[src/rtl/hsu_pkg.sv]
package hsu_pkg;
  localparam int unsigned CAT_W = 4;

  localparam logic [CAT_W-1:0] CAT_ALU    = 4'd0;
  localparam logic [CAT_W-1:0] CAT_MUL    = 4'd1;
  localparam logic [CAT_W-1:0] CAT_DIV    = 4'd2;
  localparam logic [CAT_W-1:0] CAT_BRANCH = 4'd3;
  localparam logic [CAT_W-1:0] CAT_JUMP   = 4'd4;
  localparam logic [CAT_W-1:0] CAT_LOAD   = 4'd5;
  localparam logic [CAT_W-1:0] CAT_STORE  = 4'd6;
  localparam logic [CAT_W-1:0] CAT_CSR    = 4'd7;

  localparam int unsigned WHY_W     = 3;
  localparam int unsigned WHY_INSTR = 0;
  localparam int unsigned WHY_LDHZ  = 1;
  localparam int unsigned WHY_MEM   = 2;

  // categories that read registers and may wait on a load result
  function automatic logic cat_ldhz(input logic [CAT_W-1:0] c);
    return (c <= CAT_CSR);
  endfunction

  // categories that occupy a multi-cycle unit
  function automatic logic cat_multi(input logic [CAT_W-1:0] c);
    return (c >= CAT_MUL) && (c <= CAT_JUMP);
  endfunction
endpackage

[src/rtl/hsu_operand_cmp.sv]
module hsu_operand_cmp #(
  parameter int unsigned REG_W = 5
) (
  input  logic             used_i,
  input  logic [REG_W-1:0] idx_i,
  input  logic             wb_writes_i,
  input  logic [REG_W-1:0] wb_rd_i,
  input  logic             wb_load_i,
  output logic             raw_o,
  output logic             fwd_o
);
  logic idx_live;

  assign idx_live = used_i && (idx_i != '0);
  assign raw_o    = idx_live && wb_writes_i && (idx_i == wb_rd_i);
  assign fwd_o    = raw_o && !wb_load_i;
endmodule

[src/rtl/hsu_stall_prio.sv]
module hsu_stall_prio
  import hsu_pkg::*;
(
  input  logic             mem_i,
  input  logic             ldhz_i,
  input  logic             instr_i,
  output logic [WHY_W-1:0] why_o
);
  always_comb begin
    why_o = '0;
    if (mem_i)        why_o[WHY_MEM]   = 1'b1;
    else if (ldhz_i)  why_o[WHY_LDHZ]  = 1'b1;
    else if (instr_i) why_o[WHY_INSTR] = 1'b1;
  end
endmodule

[src/rtl/hsu_mem_raw.sv]
module hsu_mem_raw #(
  parameter int unsigned ADDR_W = 30,
  parameter int unsigned BE_W   = 4
) (
  input  logic              ld_i,
  input  logic              st_i,
  input  logic [ADDR_W-1:0] ld_addr_i,
  input  logic [BE_W-1:0]   ld_be_i,
  input  logic [ADDR_W-1:0] st_addr_i,
  input  logic [BE_W-1:0]   st_be_i,
  output logic              hit_o
);
  logic same_word;
  logic byte_overlap;

  assign same_word    = (ld_addr_i == st_addr_i);
  assign byte_overlap = |(ld_be_i & st_be_i);
  assign hit_o        = ld_i && st_i && same_word && byte_overlap;
endmodule

[src/rtl/hazard_stall_unit.sv]
module hazard_stall_unit
  import hsu_pkg::*;
#(
  parameter int unsigned REG_W  = 5,
  parameter int unsigned ADDR_W = 30,
  parameter int unsigned BE_W   = 4
) (
  input  logic              clk,
  input  logic              rst,
  input  logic              id_valid_i,
  input  logic [3:0]        id_cat_i,
  input  logic [REG_W-1:0]  rs1_idx_i,
  input  logic [REG_W-1:0]  rs2_idx_i,
  input  logic              rs1_used_i,
  input  logic              rs2_used_i,
  input  logic [ADDR_W-1:0] id_addr_i,
  input  logic [BE_W-1:0]   id_be_i,
  input  logic              wb_valid_i,
  input  logic              wb_is_load_i,
  input  logic              wb_is_store_i,
  input  logic              wb_we_i,
  input  logic [REG_W-1:0]  wb_rd_i,
  input  logic [ADDR_W-1:0] wb_addr_i,
  input  logic [BE_W-1:0]   wb_be_i,
  input  logic              mem_pending_i,
  input  logic              mc_busy_i,
  output logic              stall_o,
  output logic [2:0]        stall_why_o,
  output logic [1:0]        fwd_sel_o,
  output logic              mem_raw_o
);
  localparam int unsigned NUM_SRC = 2;

  logic [NUM_SRC-1:0][REG_W-1:0] src_idx;
  logic [NUM_SRC-1:0]            src_used;
  logic [NUM_SRC-1:0]            src_raw;
  logic [NUM_SRC-1:0]            src_fwd;
  logic                          wb_writes;
  logic                          ldhz_c, instr_c, mem_c;
  logic [WHY_W-1:0]              why_d;
  logic                          raw_mem_d;

  assign src_idx   = {rs2_idx_i, rs1_idx_i};
  assign src_used  = {rs2_used_i, rs1_used_i};
  assign wb_writes = wb_valid_i && wb_we_i;

  for (genvar g = 0; g < NUM_SRC; g++) begin : g_src
    hsu_operand_cmp #(.REG_W(REG_W)) u_cmp (
      .used_i      (src_used[g]),
      .idx_i       (src_idx[g]),
      .wb_writes_i (wb_writes),
      .wb_rd_i     (wb_rd_i),
      .wb_load_i   (wb_is_load_i),
      .raw_o       (src_raw[g]),
      .fwd_o       (src_fwd[g])
    );
  end

  assign ldhz_c  = id_valid_i && cat_ldhz(id_cat_i) && wb_is_load_i && (|src_raw);
  assign instr_c = id_valid_i && cat_multi(id_cat_i) && mc_busy_i;
  assign mem_c   = id_valid_i && mem_pending_i;

  hsu_stall_prio u_prio (
    .mem_i   (mem_c),
    .ldhz_i  (ldhz_c),
    .instr_i (instr_c),
    .why_o   (why_d)
  );

  hsu_mem_raw #(.ADDR_W(ADDR_W), .BE_W(BE_W)) u_mraw (
    .ld_i      (id_valid_i && (id_cat_i == CAT_LOAD)),
    .st_i      (wb_valid_i && wb_is_store_i),
    .ld_addr_i (id_addr_i),
    .ld_be_i   (id_be_i),
    .st_addr_i (wb_addr_i),
    .st_be_i   (wb_be_i),
    .hit_o     (raw_mem_d)
  );

  always_ff @(posedge clk) begin
    if (rst) begin
      stall_o     <= 1'b0;
      stall_why_o <= '0;
      fwd_sel_o   <= '0;
      mem_raw_o   <= 1'b0;
    end else begin
      stall_o     <= mem_c || ldhz_c || instr_c;
      stall_why_o <= why_d;
      fwd_sel_o   <= id_valid_i ? src_fwd : '0;
      mem_raw_o   <= raw_mem_d;
    end
  end

  AST_EMPTY_QUIET: assert property (@(posedge clk) disable iff (rst)
    !id_valid_i |=> (!stall_o && stall_why_o == '0 && fwd_sel_o == '0 && !mem_raw_o));
  AST_LOAD_NO_FWD: assert property (@(posedge clk) disable iff (rst)
    wb_is_load_i |=> (fwd_sel_o == '0));
  AST_X0_NO_FWD: assert property (@(posedge clk) disable iff (rst)
    (rs1_idx_i == '0) |=> !fwd_sel_o[0]);
  AST_UNUSED_NO_FWD: assert property (@(posedge clk) disable iff (rst)
    !rs2_used_i |=> !fwd_sel_o[1]);
  AST_SYS_NO_LDHZ: assert property (@(posedge clk) disable iff (rst)
    (id_cat_i > CAT_CSR) |=> !stall_why_o[WHY_LDHZ]);
  AST_MULTI_SCOPE: assert property (@(posedge clk) disable iff (rst)
    (id_cat_i < CAT_MUL || id_cat_i > CAT_JUMP) |=> !stall_why_o[WHY_INSTR]);
  AST_MEM_WINS: assert property (@(posedge clk) disable iff (rst)
    (id_valid_i && mem_pending_i) |=> (stall_why_o == 3'b100));
  AST_WHY_ONEHOT: assert property (@(posedge clk) disable iff (rst)
    $onehot0(stall_why_o));
  AST_STALL_AGREES: assert property (@(posedge clk) disable iff (rst)
    stall_o == (stall_why_o != '0));
  AST_MRAW_LOAD_ONLY: assert property (@(posedge clk) disable iff (rst)
    (id_cat_i != CAT_LOAD) |=> !mem_raw_o);
  AST_NO_WRITER_NO_FWD: assert property (@(posedge clk) disable iff (rst)
    !(wb_valid_i && wb_we_i) |=> (fwd_sel_o == '0 && !stall_why_o[WHY_LDHZ]));
endmodule

[config.mk]
export PLATFORM = sky130hd
export DESIGN_NAME = hazard_stall_unit
export DESIGN_NICKNAME = d
export VERILOG_FILES = /design/src/rtl/hsu_pkg.sv /design/src/rtl/hsu_operand_cmp.sv /design/src/rtl/hsu_stall_prio.sv /design/src/rtl/hsu_mem_raw.sv /design/src/rtl/hazard_stall_unit.sv
export SDC_FILE = /design/constraint.sdc
export NUM_CORES = 1
export LEC_CHECK = 0
export BUFFER_PORTS_ARGS = -buffer_cell sky130_fd_sc_hd__buf_4
export CAP_MARGIN = 20
export CORE_ASPECT_RATIO = 0.7
export CORE_MARGIN = 1.5
export CORE_UTILIZATION = 28
export CTS_CLUSTER_SIZE = 14
export DETAILED_ROUTE_END_ITERATION = 8
export GPL_TIMING_DRIVEN = 0
export PLACE_DENSITY = 0.83
export REMOVE_ABC_BUFFERS = 1
export SLEW_MARGIN = 20
export SYNTH_ARGS = -nofsm -noshare
export SYNTH_HDL_FRONTEND = slang
export SYNTH_SLANG_ARGS = --single-unit
[constraint.sdc]
create_clock -name clk -period 1.15 [get_ports clk]
set_input_delay 0.23 -clock clk [delete_from_list [all_inputs] [get_ports clk]]
set_output_delay 0.23 -clock clk [all_outputs]
set_load 0.01 [all_outputs]
==> results of run 1 <==
## layout by cell type (no fill, tap or decap)
master / instances
o21a_1: 1
clkbuf_1: 1
clkbuf_8: 3
buf_4: 104
and4bb_2: 1
xnor2_1: 2
inv_1: 1
nand3b_1: 3
nor4_1: 10
nor3_1: 1
a22o_1: 1
o31ai_1: 1
xor2_1: 36
dfxtp_1: 7
or4_1: 1
and3b_1: 2
nand4_1: 5
nand3_1: 5
a211oi_1: 1
o21ai_1: 2
a221oi_1: 1
nor3_2: 2
o311ai_1: 1
nand2_1: 5
or2_1: 2
and4b_1: 1
nor2_1: 6
## cells in the mapped netlist
cell type  count  area [sq um]
nand4_1        5          31.3
nor2_1         6          22.5
nand3b_1       3          22.5
nor4_1        10          62.6
or4_1          1          7.51
o311ai_1       1          8.76
and4b_1        1          10.0
a211oi_1       1          7.51
a22o_1         1          8.76
o31ai_1        1          7.51
and4bb_2       1          12.5
xor2_1        36           315
a221oi_1       1          8.76
nor3_1         3          15.0
xnor2_1        2          17.5
and3b_1        2          17.5
nand2_1        5          18.8
inv_1          1          3.75
or2_1          2          12.5
o21a_1         1          7.51
o21ai_0        2          10.0
nand3_1        5          25.0
dfxtp_1        7           140
## power by group through the flow
| stage | combinational, mW | sequential (mW) | clock (mW) |
|---|---|---|---|
| after floorplan | 0.135 | 0.255 | 0 |
| after global placement | 0.441 | 0.253 | 0 |
| after detailed placement | 0.448 | 0.253 | 0 |
| after CTS | 0.449 | 0.249 | 0.351 |
| after global routing | 0.490 | 0.249 | 0.367 |
| final | 0.451 | 0.249 | 0.347 |
## through the flow
step	cell area (sq um)	total power, mW	hold WS [ns]
floorplan	793	0.390	0.302
detailed placement	1620	0.701	0.442
global placement	1620	0.694	0.442
CTS	1660	1.05	0.204
global route	1670	1.11	0.217
finish	1670	1.05	0.205
## flip-flops by register name (all words and copies together), names as in the netlist
name and cells:
fwd_sel_o 2, mem_raw_o 1, stall_o 1, stall_why_o 3
## area by class of cell
cell class | count | area [sq um] | area share, %
multi-input combinational | 90 | 659 | 39.4
timing repair buffer | 104 | 781 | 46.7
inverter | 1 | 3.75 | 0.225
tap | 34 | 42.5 | 2.54
clock buffer | 4 | 45.0 | 2.69
sequential | 7 | 140 | 8.38
## worst max path at each step
stage	startpoint	endpoint	slack (ns)
CTS	wb_rd_i[0]	stall_why_o[1]	0.04
global route	wb_rd_i[0]	stall_why_o[1]	0.04
detailed placement	wb_rd_i[0]	stall_why_o[1]	-0.20
global placement	wb_rd_i[0]	stall_why_o[1]	-0.18
floorplan	id_cat_i[1]	stall_why_o[0]	0.02
finish	id_cat_i[1]	stall_why_o[0]	0.08
## critical path, delay by kind of cell
kind	cells	cell delay (ns)
and+or+nand+nor	2	0.70
AOI/OAI and AO/OA	1	0.19
buffers and inverters	1	0.12
## repair_timing
item,4_1_cts,5_1_grt
hold buffers,0,0
setup endpoints to repair,0,2
resized for setup,0,4
## cell families after synthesis
| kind of cell | count (synthesis) |
|---|---|
| simple gates | 44 |
| xor+xnor | 38 |
| compound gates | 8 |
| flops | 7 |
| buf+inv | 1 |
## layer usage
metal / vias up / GRT usage, % / part of all wire, %
met2: 60 / 28.0 / 49
met5: - / 0 / 0
met1: 478 / 17.0 / 38
li1: 576 / - / -
met4: 0 / 3.67 / 0.53
met3: 2 / 4.94 / 13
==> out/qor.yml, run 1 <==
clocking:
  numCtsBuffers: 3
  cts_setup_buffers: 0
  cts_sinks: 7
  cts.htree.levels: 1
  root_buffer: "clkbuf_8"
  path_clk_slew_ns: 0.04
  clock_path_buffers: 2
  cts_tree: "done"
critical_path:
  slowest_stage: "or4_1"
  start_kind: "primary input"
  required_ns: 1.32
  cp_max_fo: 3
  slowest_delay_ns: 0.49
  path_class: "in -> reg"
  crit_path_cell_trace: "buf_4 > o21a_1 > or4_1 > and3b_1"
  worstSetupEndpointType: "flip-flop"
  cp.arrival_ns: 1.24
power:
  p_seq_share_pct: 23.8
  p_switching_mw: 0.262
  p_int_mw: 0.786
  p_per_area_nw_per_um2: 627
  peakVddDrop_mv: 0.306
  power.leakage_nw: 0.830
  combPwrFrac_pct: 43.1
  swShare_pct: 25.0
  clock_power_share_pct: 33.2
layout:
  nFillCells: 218
  diodes: 0
  area_growth_pct: 111
  stdcell_count: 240
  layout-drive-gt1-share_pct: 53.4
  nets: 305
  post-route-util_pct: 65.0
timing:
  finalCriticalPeriod_ns: 1.07
  slew_headroom_pct: 80.0
  hold_viol: 0
  setup_viol: 0
  slew_viol_final: 0
  fin_crit_sh_pct: 93.0
  setup_slack_ns: 0.0810
  tightestPinTransition_ns: 0.298
  rsz0062_at_grt: "no"
  fmax_mhz: 935
  timing.setup.tns_ns: 0
synthesis:
  syn_inst: 98
  synth_area_sq_um: 793
  synth_cell_types: 23
  synth_xor_area_share_pct: 42.0
  synthMuxAreaShare_pct: 0
  yosys_warnings: 0
  synth_compound_area_share_pct: 7.41
  ys_ff_latch: 7
  avgSynthCellArea_sq_um: 8.09
  synthSimpleGateAreaFrac_pct: 32.5
  synth_fa_ha_area_share_pct: 0
  ys_seq_area_share_pct: 17.7
  synth_top_family_by_area: "XOR/XNOR gates"
placed_design:
  hpwl_microns: 2410
  place_ws_ns: -0.197
  gp_congestion: 0.804
  place_inst: 236
  portBuffers: 104
global_routing:
  grt_max_degree: 7
  grt_pass1_wl_microns: 3620
  grt_overflow: 0
  antenna_found_initial: 0
  grtUsageTotal_pct: 15.0
  grt_pass1_vias: 964
run_status:
  status: "finished clean"
routing:
  wl_per_cell_microns: 11.0
  drt_first_pass_iters: 2
  drc_errors: 0
  antenna_left: 0
  first_iter_violations: 7
  via_count: 1116
  wirelength_microns: 2630
  vias_per_cell: 4.65
die:
  boundaryPins: 105
  rows: 15
  die_x_microns: 66.6
  core_sq_um: 2570
  dieArea_sq_um: 3170
  die_y_microns: 47.5
  start_util_pct: 30.9
min_path:
  hp-class: "in -> reg"
  worstHoldStart: "rst"
  hold_depth: 2
  min_to: "stall_why_o[2]"
job:
  cap_violations: 0
Note: power is estimated with default switching activity, not from simulation.
==> run 2, diff against run 1 <==
--- a/config.mk
+++ b/config.mk
@@ -5,16 +5,16 @@
 export SDC_FILE = /design/constraint.sdc
 export NUM_CORES = 1
 export LEC_CHECK = 0
-export BUFFER_PORTS_ARGS = -buffer_cell sky130_fd_sc_hd__buf_4
 export CAP_MARGIN = 20
-export CORE_ASPECT_RATIO = 0.7
 export CORE_MARGIN = 1.5
-export CORE_UTILIZATION = 28
+export CORE_UTILIZATION = 55
 export CTS_CLUSTER_SIZE = 14
 export DETAILED_ROUTE_END_ITERATION = 8
+export DONT_BUFFER_PORTS = 1
 export GPL_TIMING_DRIVEN = 0
-export PLACE_DENSITY = 0.83
+export PLACE_DENSITY = 0.8
 export REMOVE_ABC_BUFFERS = 1
+export SETUP_SLACK_MARGIN = 0.5
 export SLEW_MARGIN = 20
 export SYNTH_ARGS = -nofsm -noshare
 export SYNTH_HDL_FRONTEND = slang
==> out/qor.yml, run 2 (synthesis gave the netlist of run 1 again) <==
placed_design:
  gp_congestion: 0.806
  portBuffers: 0
  place_inst: 113
  hpwl_microns: 1890
layout:
  area_growth_pct: 25.2
  reg_top3: "stall_why_o: 3 flops, fwd_sel_o: 2 flops"
  largest_register_ffs: 3
  layout-drive-gt1-share_pct: 30.1
  final_common_cell: "xor2_1"
  nFillCells: 91
  regMostFlops: "stall_why_o"
  post-route-util_pct: 75.4
  nets: 202
  multi_input_area_sq_um: 785
  diodes: 0
  final_cell_mix: "xor2_1 (35), dfxtp_2 (7), nor4_2 (6)"
  stdcell_count: 118
  register_area_sq_um: 149
die:
  core_sq_um: 1320
  dieArea_sq_um: 1680
  die_y_microns: 41.0
  boundaryPins: 105
  die_x_microns: 41.0
  rows: 13
  start_util_pct: 60.2
critical_path:
  cp.arrival_ns: 1.07
  start_kind: "primary input"
  required_ns: 1.30
  crit_end: "stall_o"
  path_class: "in -> reg"
  slowest_delay_ns: 0.29
  crit_path_cell_trace: "or2_4 > o21ai_4 > nand3_4 > o311ai_1"
  worstSetupEndpointType: "flip-flop"
  critical_path_buf_inv_count: 0
  crit_start: "rs1_idx_i[4]"
  crit_family: "compound AO/OA/AOI/OAI gates"
  cp_max_fo: 3
  cp.depth: 4
  slowest_stage: "o311ai_1"
clocking:
  cts_sinks: 7
  clock_path_buffers: 2
  cts_tree: "done"
  root_buffer: "clkbuf_4"
  numCtsBuffers: 3
  path_clk_slew_ns: 0.05
  ctsHoldBuffers: 0
  cts.htree.levels: 1
run_status:
  status: "finished clean"
routing:
  via_count: 843
  met2_length_microns: 1390
  wl_per_cell_microns: 20.7
  first_iter_violations: 16
  vias_per_cell: 7.14
  wl_met1_microns: 718
  wl_met3_microns: 256
  antenna_left: 0
  drc_errors: 0
  wirelength_microns: 2450
  drt_first_pass_iters: 4
  top_layer: "met4"
timing:
  finalCriticalPeriod_ns: 0.928
  rsz0062_at_grt: "yes"
  hold_viol: 0
  tightestPinTransition_ns: 0.279
  slew_headroom_pct: 81.2
  setup_viol: 0
  fmax_mhz: 1080
  fin_crit_sh_pct: 80.7
  slew_viol_final: 0
power:
  finalPower_mw: 0.675
  peakVddDrop_mv: 0.352
  power.leakage_nw: 0.347
  p_per_area_nw_per_um2: 679
global_routing:
  grt_pass1_vias: 739
  grtUsageTotal_pct: 27.8
  grt_overflow: 0
  grt_pass1_wl_microns: 2970
  grt_max_degree: 7
  antenna_found_initial: 0
min_path:
  hp-class: "in -> reg"
job:
  cap_violations: 0
## run 2: cell count changes in the layout (fill, tap and decap cells not counted), moves of 2 or more
cell      before  now
nor4_1        10    3
nand2_1        5    3
dfxtp_1        7    0
o21ai_1        2    0
nor4_2         0    6
clkbuf_4       0    3
dfxtp_2        0    7
clkbuf_8       3    0
buf_4        104    0
## run 2: how the worst min path moves through the flow
stage,end,from,cells after the start,slack [ns]
floorplan,stall_why_o[2],rst,1,0.30
global placement,stall_why_o[2],rst,1,0.30
detailed placement,stall_why_o[2],rst,1,0.31
CTS,stall_why_o[2],rst,1,0.03
global route,stall_why_o[2],rst,1,0.03
finish,stall_why_o[2],rst,1,0.04
## run 2: per-layer routing
metal / up-vias / global-route usage, %
met5: - / 0
met4: 0 / 23.3
met3: 9 / 5.98
met2: 68 / 50.4
met1: 396 / 26.0
li1: 370 / -
## run 2: power by group
group | internal, mW | switching [mW] | total [mW]
Clock | 0.132 | 0.0879 | 0.220
Sequential | 0.248 | 0.00321 | 0.251
Combinational | 0.108 | 0.0957 | 0.203
## run 2: area by class of cell
type / count / area share (%)
clock buffer: 4 / 2.64
sequential: 7 / 15.0
multi-input combinational: 90 / 79.0
inverter: 1 / 0.378
tap: 15 / 1.89
timing repair buffer: 1 / 1.13
## run 2: per-stage QoR
step / cell area, sq um / hold slack, ns / setup WS (ns) / setup TNS [ns]
floorplan: 793 / 0.302 / 0.0164 / 0
global placement: 812 / 0.304 / -0.0363 / -0.0922
detailed placement: 812 / 0.309 / -0.0794 / -0.204
CTS: 913 / 0.0328 / 0.276 / 0
global route: 993 / 0.0310 / 0.221 / 0
finish: 993 / 0.0367 / 0.222 / 0
## run 2: repair_timing
action,CTS,global route
setup endpoints to repair,13,13
hold endpoints to repair,0,0
buffers inserted,1,0
pin swaps,9,9
gates resized for setup,20,15
==> run 3, diff against run 2 <==
--- a/config.mk
+++ b/config.mk
@@ -6,13 +6,13 @@
 export NUM_CORES = 1
 export LEC_CHECK = 0
 export CAP_MARGIN = 20
-export CORE_MARGIN = 1.5
-export CORE_UTILIZATION = 55
+export CORE_AREA = 2 2 41 43
 export CTS_CLUSTER_SIZE = 14
 export DETAILED_ROUTE_END_ITERATION = 8
+export DIE_AREA = 0 0 43 45
 export DONT_BUFFER_PORTS = 1
 export GPL_TIMING_DRIVEN = 0
-export PLACE_DENSITY = 0.8
+export PLACE_DENSITY = 0.76
 export REMOVE_ABC_BUFFERS = 1
 export SETUP_SLACK_MARGIN = 0.5
 export SLEW_MARGIN = 20
==> constraint.sdc (replaced) <==
create_clock -name clk -period 0.92 [get_ports clk]
set_input_delay 0.184 -clock clk [delete_from_list [all_inputs] [get_ports clk]]
set_output_delay 0.184 -clock clk [all_outputs]
set_load 0.01 [all_outputs]
==> out/qor.yml, run 3 (synthesis gave the netlist of run 1 again) <==
timing:
  fmax_mhz: 1190
  hold_viol: 1
  setup_viol: 0
  slew_viol_final: 0
  tightestPinTransition_ns: 0.287
  timing.setup.tns_ns: 0
  rsz0062_at_grt: "yes"
  fin_crit_sh_pct: 91.2
  slew_headroom_pct: 80.9
  finalCriticalPeriod_ns: 0.839
  whs_ns: -0.00742
routing:
  antenna_left: 0
  wirelength_microns: 2180
  first_iter_violations: 6
  via_count: 782
  drc_errors: 0
  wl_per_cell_microns: 18.2
  vias_per_cell: 6.52
  drt_first_pass_iters: 4
placed_design:
  gp_congestion: 0.829
  hpwl_microns: 1860
  portBuffers: 0
min_path:
  hp-class: "in -> reg"
power:
  peakVddDrop_mv: 0.469
  p_per_area_nw_per_um2: 835
  finalPower_mw: 0.829
  power.leakage_nw: 0.350
global_routing:
  grtUsageTotal_pct: 21.7
  grt_overflow: 0
  grt_pass1_wl_microns: 3100
  grt_max_degree: 7
  antenna_found_initial: 0
  grt_pass1_vias: 758
critical_path:
  slowest_stage: "o311ai_2"
  cp.arrival_ns: 0.99
  crit_path_cell_trace: "or2_1 > o21ai_2 > nand3_2 > o311ai_2"
  critical_path_buf_inv_count: 0
  path_class: "in -> reg"
  start_kind: "primary input"
  slowest_delay_ns: 0.28
  crit_family: "compound AO/OA/AOI/OAI gates"
  required_ns: 1.07
  cp_max_fo: 3
  worstSetupEndpointType: "flip-flop"
clocking:
  numCtsBuffers: 3
  clock_path_buffers: 2
  root_buffer: "clkbuf_4"
  cts.htree.levels: 1
  cts_tree: "done"
  cts_sinks: 7
  path_clk_slew_ns: 0.05
layout:
  largest_register_ffs: 3
  final_common_cell: "xor2_1"
  area_growth_pct: 25.1
  nFillCells: 116
  nets: 203
  layout-drive-gt1-share_pct: 31.7
  diodes: 0
  reg_top3: "stall_why_o: 3 flops, fwd_sel_o: 2 flops"
  final_cell_mix: "xor2_1 (34), dfxtp_2 (6), nand4_1 (5), nor4_1 (5)"
  regMostFlops: "stall_why_o"
  post-route-util_pct: 67.4
die:
  core_sq_um: 1470
  die_x_microns: 43
  die_y_microns: 45
  rows: 14
  boundaryPins: 105
  start_util_pct: 53.9
  dieArea_sq_um: 1940
run_status:
  status: "complete, but fails checks"
  violations: "hold timing"
job:
  cap_violations: 0
[run 3: metrics by stage]
step | worst slack [ns] | hold WS [ns] | instances | instance area [sq um]
6_report | 0.0806 | -0.00742 | 120 | 992
5_1_grt | 0.00915 | -0.0235 | 120 | 992
4_1_cts | 0.0786 | -0.0150 | 120 | 913
3_5_place_dp | -0.230 | 0.259 | 114 | 813
3_3_place_gp | -0.241 | 0.258 | 114 | 813
2_1_floorplan | -0.168 | 0.256 | 98 | 793
[run 3: final timing paths]
kind | startpoint | endpoint | slack, ns | cells past startpoint
setup / recovery | rs1_idx_i[4] | stall_o | 0.08 | 4
hold / removal | rst | stall_why_o[2] | -0.007 | 1
[run 3: cell type report]
cell class	count	area, sq um	share of cell area, %
Multi-Input combinational cell	90	779	78.6
Clock buffer	4	26.3	2.65
Inverter	1	3.75	0.378
Timing Repair Buffer	2	15.0	1.51
Sequential cell	7	148	14.9
Tap cell	16	20.0	2.02
[run 3: per-layer routing]
layer  global-route usage [%]  part of all wire [%]
met4                     9.70                   1.3
met2                     41.8                    61
met3                     5.20                   8.4
met1                     22.2                    29
met5                        0                     0
[run 3: power by group]
| part | internal [mW] | switching [mW] |
|---|---|---|
| registers | 0.310 | 0.00396 |
| clock network | 0.165 | 0.103 |
| logic | 0.138 | 0.109 |
[run 3: what timing repair did]
item,4_1_cts,5_1_grt
hold endpoints to repair,1,1
resized for setup,19,14
pin swaps,3,8
buffers inserted,2,0
setup endpoints to repair,13,13
